[src/rtl/rsq_pkg.sv]
package rsq_pkg;

    localparam int unsigned RSQ_DEF_MIN_PULSE = 4;
    localparam int unsigned RSQ_DEF_MAX_GAP   = 40;

    typedef struct packed {
        logic level;
        logic accept;
    } rsq_filt_t;

    typedef struct packed {
        logic drive_en;
        logic data;
    } rsq_line_t;

    function automatic rsq_line_t rsq_gate(input logic valid, input logic level);
        rsq_line_t l;
        l.drive_en = valid;
        l.data     = valid & level;
        return l;
    endfunction

endpackage

[src/rtl/rsq_pulse_filter.sv]
module rsq_pulse_filter
    import rsq_pkg::*;
#(
    parameter int unsigned MIN_PULSE_CYC = RSQ_DEF_MIN_PULSE
) (
    input  logic      clk,
    input  logic      rst,
    input  logic      raw,
    output rsq_filt_t filt
);

    localparam int unsigned CW = (MIN_PULSE_CYC > 1) ? $clog2(MIN_PULSE_CYC) : 1;

    logic level_q;
    logic accept;

    generate
        if (MIN_PULSE_CYC > 1) begin : g_run
            logic [CW-1:0] run_q;
            assign accept = (raw != level_q) && (run_q == CW'(MIN_PULSE_CYC - 1));
            always_ff @(posedge clk) begin
                if (rst || raw == level_q || accept) begin
                    run_q <= '0;
                end else begin
                    run_q <= run_q + CW'(1);
                end
            end
        end else begin : g_direct
            assign accept = (raw != level_q);
        end
    endgenerate

    always_ff @(posedge clk) begin
        if (rst) begin
            level_q <= 1'b0;
        end else if (accept) begin
            level_q <= raw;
        end
    end

    assign filt.level  = level_q;
    assign filt.accept = accept;

    // a change of the filtered level always adopts the sampled input
    p_level_follows_raw_r3: assert property (@(posedge clk) disable iff (rst)
        (level_q != $past(level_q)) |-> (level_q == $past(raw)));

    // a sample that agrees with the filtered level never moves it
    p_agree_holds_r2: assert property (@(posedge clk) disable iff (rst)
        ($past(raw) == $past(level_q)) |-> $stable(level_q));

endmodule

[src/rtl/rsq_gap_timer.sv]
module rsq_gap_timer
    import rsq_pkg::*;
#(
    parameter int unsigned MAX_GAP_CYC = RSQ_DEF_MAX_GAP
) (
    input  logic clk,
    input  logic rst,
    input  logic trans_in,
    input  logic level_ok,
    output logic valid
);

    localparam int unsigned GW = $clog2(MAX_GAP_CYC + 1);
    localparam logic [GW-1:0] GAP_SAT  = GW'(MAX_GAP_CYC);
    localparam logic [GW-1:0] GAP_LAST = GW'(MAX_GAP_CYC - 1);

    logic [GW-1:0] gap_q;
    logic          valid_q;

    always_ff @(posedge clk) begin
        if (rst) begin
            gap_q <= GAP_SAT;
        end else if (trans_in) begin
            gap_q <= '0;
        end else if (gap_q != GAP_SAT) begin
            gap_q <= gap_q + GW'(1);
        end
    end

    always_ff @(posedge clk) begin
        if (rst) begin
            valid_q <= 1'b0;
        end else if (!level_ok) begin
            valid_q <= 1'b0;
        end else if (trans_in) begin
            valid_q <= 1'b1;
        end else if (gap_q >= GAP_LAST) begin
            valid_q <= 1'b0;
        end
    end

    assign valid = valid_q;

    // valid only rises on an accepted transition with good level
    p_rise_needs_transition_r3: assert property (@(posedge clk) disable iff (rst)
        $rose(valid_q) |-> ($past(trans_in) && $past(level_ok)));

    // a low level flag clears valid on the next edge
    p_level_low_clears_r1: assert property (@(posedge clk) disable iff (rst)
        !level_ok |=> !valid_q);

    // the last allowed quiet cycle without a transition ends validity
    p_gap_expiry_r5: assert property (@(posedge clk) disable iff (rst)
        (valid_q && !trans_in && gap_q == GAP_LAST) |=> !valid_q);

    // while valid the quiet count never reaches the limit
    p_gap_bound_r4: assert property (@(posedge clk) disable iff (rst)
        valid_q |-> (gap_q < GAP_SAT));

endmodule

[src/rtl/rx_squelch_qual.sv]
module rx_squelch_qual
    import rsq_pkg::*;
#(
    parameter int unsigned MIN_PULSE_CYC = RSQ_DEF_MIN_PULSE,
    parameter int unsigned MAX_GAP_CYC   = RSQ_DEF_MAX_GAP
) (
    input  logic clk,
    input  logic rst,
    input  logic rx_slice,
    input  logic rx_level_ok,
    output logic rx_valid,
    output logic rx_drive_en,
    output logic rx_data
);

    rsq_filt_t filt;
    logic      valid;
    rsq_line_t line;

    rsq_pulse_filter #(
        .MIN_PULSE_CYC(MIN_PULSE_CYC)
    ) u_filter (
        .clk (clk),
        .rst (rst),
        .raw (rx_slice),
        .filt(filt)
    );

    rsq_gap_timer #(
        .MAX_GAP_CYC(MAX_GAP_CYC)
    ) u_gap (
        .clk     (clk),
        .rst     (rst),
        .trans_in(filt.accept),
        .level_ok(rx_level_ok),
        .valid   (valid)
    );

    assign line        = rsq_gate(valid, filt.level);
    assign rx_valid    = valid;
    assign rx_drive_en = line.drive_en;
    assign rx_data     = line.data;

    // idle line never presents a data 1
    p_idle_zero_r7: assert property (@(posedge clk) disable iff (rst)
        !rx_drive_en |-> !rx_data);

    // one edge after reset the line is idle
    p_reset_idle_r8: assert property (@(posedge clk)
        $past(rst) |-> (!rx_valid && !rx_drive_en && !rx_data));

endmodule

[config.mk]
export PLATFORM = sky130hd
export DESIGN_NAME = rx_squelch_qual
export DESIGN_NICKNAME = d
export VERILOG_FILES = /design/src/rtl/rsq_pkg.sv /design/src/rtl/rsq_pulse_filter.sv /design/src/rtl/rsq_gap_timer.sv /design/src/rtl/rx_squelch_qual.sv
export SDC_FILE = /design/constraint.sdc
export NUM_CORES = 1
export LEC_CHECK = 0
export ABC_AREA = 0
export ABC_CLOCK_PERIOD_IN_PS = 1500
export BUFFER_PORTS_ARGS = -buffer_cell sky130_fd_sc_hd__buf_4
export CAP_MARGIN = 20
export CORE_AREA = 2 2 39 41
export DETAILED_ROUTE_END_ITERATION = 8
export DIE_AREA = 0 0 41 43
export HOLD_SLACK_MARGIN = 0.1
export PLACE_DENSITY_LB_ADDON = 0.3
export REMOVE_ABC_BUFFERS = 1
export SYNTH_ARGS = -nofsm -noshare
export SYNTH_HDL_FRONTEND = slang
export SYNTH_SLANG_ARGS = --single-unit
[constraint.sdc]
create_clock -name clk -period 1.5 [get_ports clk]
set_clock_uncertainty 0.05 [all_clocks]
set_input_delay 0.15 -clock clk [delete_from_list [all_inputs] [get_ports clk]]
set_output_delay 0.15 -clock clk [all_outputs]
set_load 0.01 [all_outputs]
# Word level (Yosys, flattened, before mapping)
# Cells that the tools add are included.
# W data, S select, Z words.
classes:
  add_sub_neg: 2
  order_cmp: 1
  eq_ne: 4
  muxes: 4
  bitwise_logic: 2
  reduce_logical: 7
ops:
  columns: ["operator", "count"]
  rows:
  - ["$mux W6", 2]
  - ["$add A6 B1 Y6 const B", 1]
  - ["$ge A6 B6 Y1 const B", 1]
  - ["$ne A6 B6 Y1 const B", 1]
  - ["$reduce_bool A2 Y1", 2]
  - ["$reduce_or A2 Y1", 2]
  - ["$add A2 B1 Y2 const B", 1]
  - ["$eq A2 B2 Y1 const B", 1]
  - ["$logic_or A1 B1 Y1", 2]
  - ["$mux W1", 2]
  - ["$and A1 B1 Y1", 1]
  - ["$eq A1 B1 Y1", 1]
  - ["$logic_and A1 B1 Y1", 1]
  - ["$ne A1 B1 Y1", 1]
  - ["$not A1 Y1", 1]
word_totals:
  register_bits: 10
  input_bits: 4
  output_inout_bits: 3
  elab_cells: 25

# Longest topological paths before layout
depth:
  word_depth: 3
  depth_mapped: 5
  depth_no_buf: 5

# Cells and area by module
# A second synthesis with hierarchy kept.
unflattened:
  cells_unflattened: 56
  hier_area_um2: 525.5
modules_own_cells:
  columns: ["module", "n_inst", "cells_per_inst", "area_per_inst_um2", "seq_area_each_um2"]
  rows:
  - ["rsq_gap_timer", 1, 41, 375.4, 140.1]
  - ["rsq_pulse_filter", 1, 13, 136.4, 60.1]
  - ["rx_squelch_qual", 1, 2, 13.8, 0.0]

# Worst setup path before layout
# OpenSTA, ideal clock, no wires.
synth_timing:
  path_kind: "register to register"
  start: "register u_gap.gap_q[0]"
  end: "register u_gap.gap_q[0]"
  setup_ns: 0.125
  arrival_ns: 1.061
  setup_slack_ns: 0.265
  path_stages_with_launch: 6
  n_path_buf: 0
  synth_period_minus_slack_ns: 1.235
  path_cell_list: "dfxtp_1 inv_1 ha_1 and4b_2 a21oi_1 nor3_2"
synth_between:
  elab_chain_cells: 1
  elab_cells_between_ends: 2
synth_rtl:
  columns: ["element", "line_no", "source"]
  rows:
  - ["from (decl)", "rsq_gap_timer.sv:17", "logic [GW-1:0] gap_q;"]
  - ["from (signal assigned)", "rsq_gap_timer.sv:26", "gap_q <= gap_q + GW'(1);"]
  - ["$add A6 B1 Y6 / $ne A6 B6 Y1 (equally long branches)", "rsq_gap_timer.sv:26, rsq_gap_timer.sv:25", null]
# Parallel ways exist; a longest one is shown, timed or not.
# A chain may end at the register's enable or synchronous reset.

# Worst setup path after layout
# Ends and elaborated chain as after synthesis.

==> out/results.tsv <==
metric	value	unit
status	finished, final reports clean	
timing_worst_setup_path_type	register to register	
period_share	89.5	%
fp.dieH	43	µm
core	1380	µm²
ant_nets	0	
yosys.cell_types.count	29	
worst_pin_slew	0.294	ns
top_usage_layer	met2	
cts_tree	built	
path_delay_family	flip-flops	
crit_path_max_fanout	5	
grt_pass1_wl	1460	µm
critPathCaptureType	register	
num_vias	404	
track_usage	13.2	%
vias_per_cell	4.99	
leakage	0.246	nW
initial_core_util	39.3	%
comb_power_share	21.3	%
mostFrequentLayoutCell	dfxtp_1	
max_stage_delay	0.40	ns
diodes	0	
avgSynthCellArea	9.72	µm²
crit_arrival	1.45	ns
use_met3	9.42	%
power	0.716	mW
grt_pass1_vias	352	
ys_ff_latch	10	
clkLatencyLatePin	0.27	ns
final_nets	73	
min_from	u_filter.g_run.run_q[0]	
num_rows	14	
crit_chain	inv_1 -> ha_1 -> and4b_2 -> a21oi_1 -> nor3_2	
final_cell_mix	dfxtp_1, buf_4, inv_1	
ys_warn_count	0	
swShare	29.3	%
hp-class	register to register	
critPathBufInv	1	
cts_setup_buffers	0	
met2_usage	16.9	%
use_met1	16.3	%
firstDrtPassIters	4	
rsz0062_at_grt	no	
io_buffers	6	
crit_path_top_delay_cell	dfxtp_1	
cp-startpoint	u_gap.gap_q[0]	
num_io_pins	7	
setup_viol_count_final	0	
clkSinkCount	10	
antenna_found_initial	0	
overflow	0	
drc	0	
cts_buffers	3	
area_delta_synth_final	17.9	%
rr_startpoint	u_gap.gap_q[0]	
grt_max_degree	10	
ctsLongestPathBuffers	2	
h-tree-depth	1	
max_slew_margin	80.4	%
p_int	0.506	mW
setup_tns	0	ns
finalHoldViolations	0	
crit_path_start_kind	register	
min_period	1.34	ns
routabilityCongestion	0.706	
crit_required	1.61	ns
wl_per_cell	11.5	µm
fillers	141	
root_buffer	clkbuf_4	
drt_iter0_drc	2	
seq_area_frac_synth	36.8	%
wl	933	µm
drv_cap	0	
pwr-share-clk	35.2	%
powerDensity	1120	nW/µm²
die-area	1760	µm²
ir_drop	0.571	mV
netlist_area	544	µm²
clock.fmax	745	MHz
sequentialPowerShare	43.5	%
die_w	41	µm
drive_gt1_share	26.2	%
slew_violations	0	
switchingPower	0.210	mW
synthesis.instances	56	
dpl.hpwl	666	µm
clk_pin_slew	0.07	ns
## worst register-to-register path, cell delays in order, from the launching register on
cell     delay (ns)
dfxtp_1        0.40
inv_1          0.08
ha_1           0.21
and4b_2        0.25
a21oi_1        0.18
nor3_2         0.05
## cells in the mapped netlist (all sizes together)
cell type / n / share of area (%)
dfxtp: 10 / 37
a21o: 1 / 1.4
xnor2: 4 / 7.8
nor4: 1 / 1.2
nor3: 4 / 4.6
nand3: 3 / 3.7
nor4b: 2 / 3.2
inv: 5 / 3.4
a211oi: 2 / 3.7
and4b: 1 / 2.1
ha: 3 / 6.9
and3: 1 / 1.2
nand2b: 2 / 2.3
a21oi: 3 / 3.4
mux2i: 1 / 1.8
and2: 1 / 1.2
a311oi: 1 / 1.6
buf: 4 / 6.2
nor2: 2 / 1.4
nand2: 1 / 0.69
o21ai: 2 / 1.8
nand4b: 1 / 1.6
o21bai: 1 / 2.1
## sequential cells by signal, indices dropped and copies added (netlist names)
register,cells
u_gap.gap_q,6
u_gap.valid,1
u_filter.level_q,1
u_filter.g_run.run_q,2
## per-layer routing
metal | up-vias | share of wire [%]
met5 | - | 0
met4 | 0 | 2.1
met3 | 3 | 6.0
met2 | 9 | 46
met1 | 179 | 45
li1 | 213 | -
## final cells by class
class	instances	area, µm²	share of cell area [%]
well taps	16	20.0	3.12
flip-flops and latches	10	200	31.2
inverters	5	18.8	2.92
multi-input cells	37	292	45.4
repair buffers	9	75.1	11.7
clock buffers	4	36.3	5.65
## cell families after synthesis
kind of cell / count (synthesis) / synth area share, %
buffers and inverters: 9 / 9.66
xor gates and xnor gates: 4 / 7.82
AOI/OAI and AO/OA: 10 / 14.0
and+or+nand+nor: 19 / 23.0
DFF: 10 / 36.8
adders and majority gates: 3 / 6.90
muxes: 1 / 1.84
## through the flow
stage	worst slack [ns]	hold slack [ns]	instances	util [%]	area (µm²)
5_1_grt	0.0743	0.404	81	46.4	642
3_3_place_gp	0.212	0.339	74	41.6	576
4_1_cts	0.149	0.388	81	46.4	642
6_report	0.157	0.386	81	46.4	642
3_5_place_dp	0.190	0.340	74	41.6	576
2_1_floorplan	0.264	0.172	52	-	510
## path summary, 6_finish.rpt
path                                                 to  slack (ns)  cells past startpoint
worst min-delay path            u_filter.g_run.run_q[0]        0.39                      1
worst min register to register  u_filter.g_run.run_q[0]        0.39                      1
worst max register to register           u_gap.gap_q[0]        0.16                      5
worst max-delay path                     u_gap.gap_q[0]        0.16                      5
## power groups by stage
| stage | Sequential, mW | Combinational [mW] | Clock, mW |
|---|---|---|---|
| CTS | 0.311 | 0.155 | 0.261 |
| global placement | 0.314 | 0.140 | 0 |
| global route | 0.315 | 0.178 | 0.273 |
| detailed placement | 0.315 | 0.145 | 0 |
| floorplan | 0.311 | 0.116 | 0 |
| finish | 0.311 | 0.153 | 0.252 |
## repair_timing
action	in CTS	in global routing
hold buffers	3	0
endpoints found under the hold margin	5	0
gates resized for setup	0	0
No activity file was read; power rests on OpenSTA's default activity.
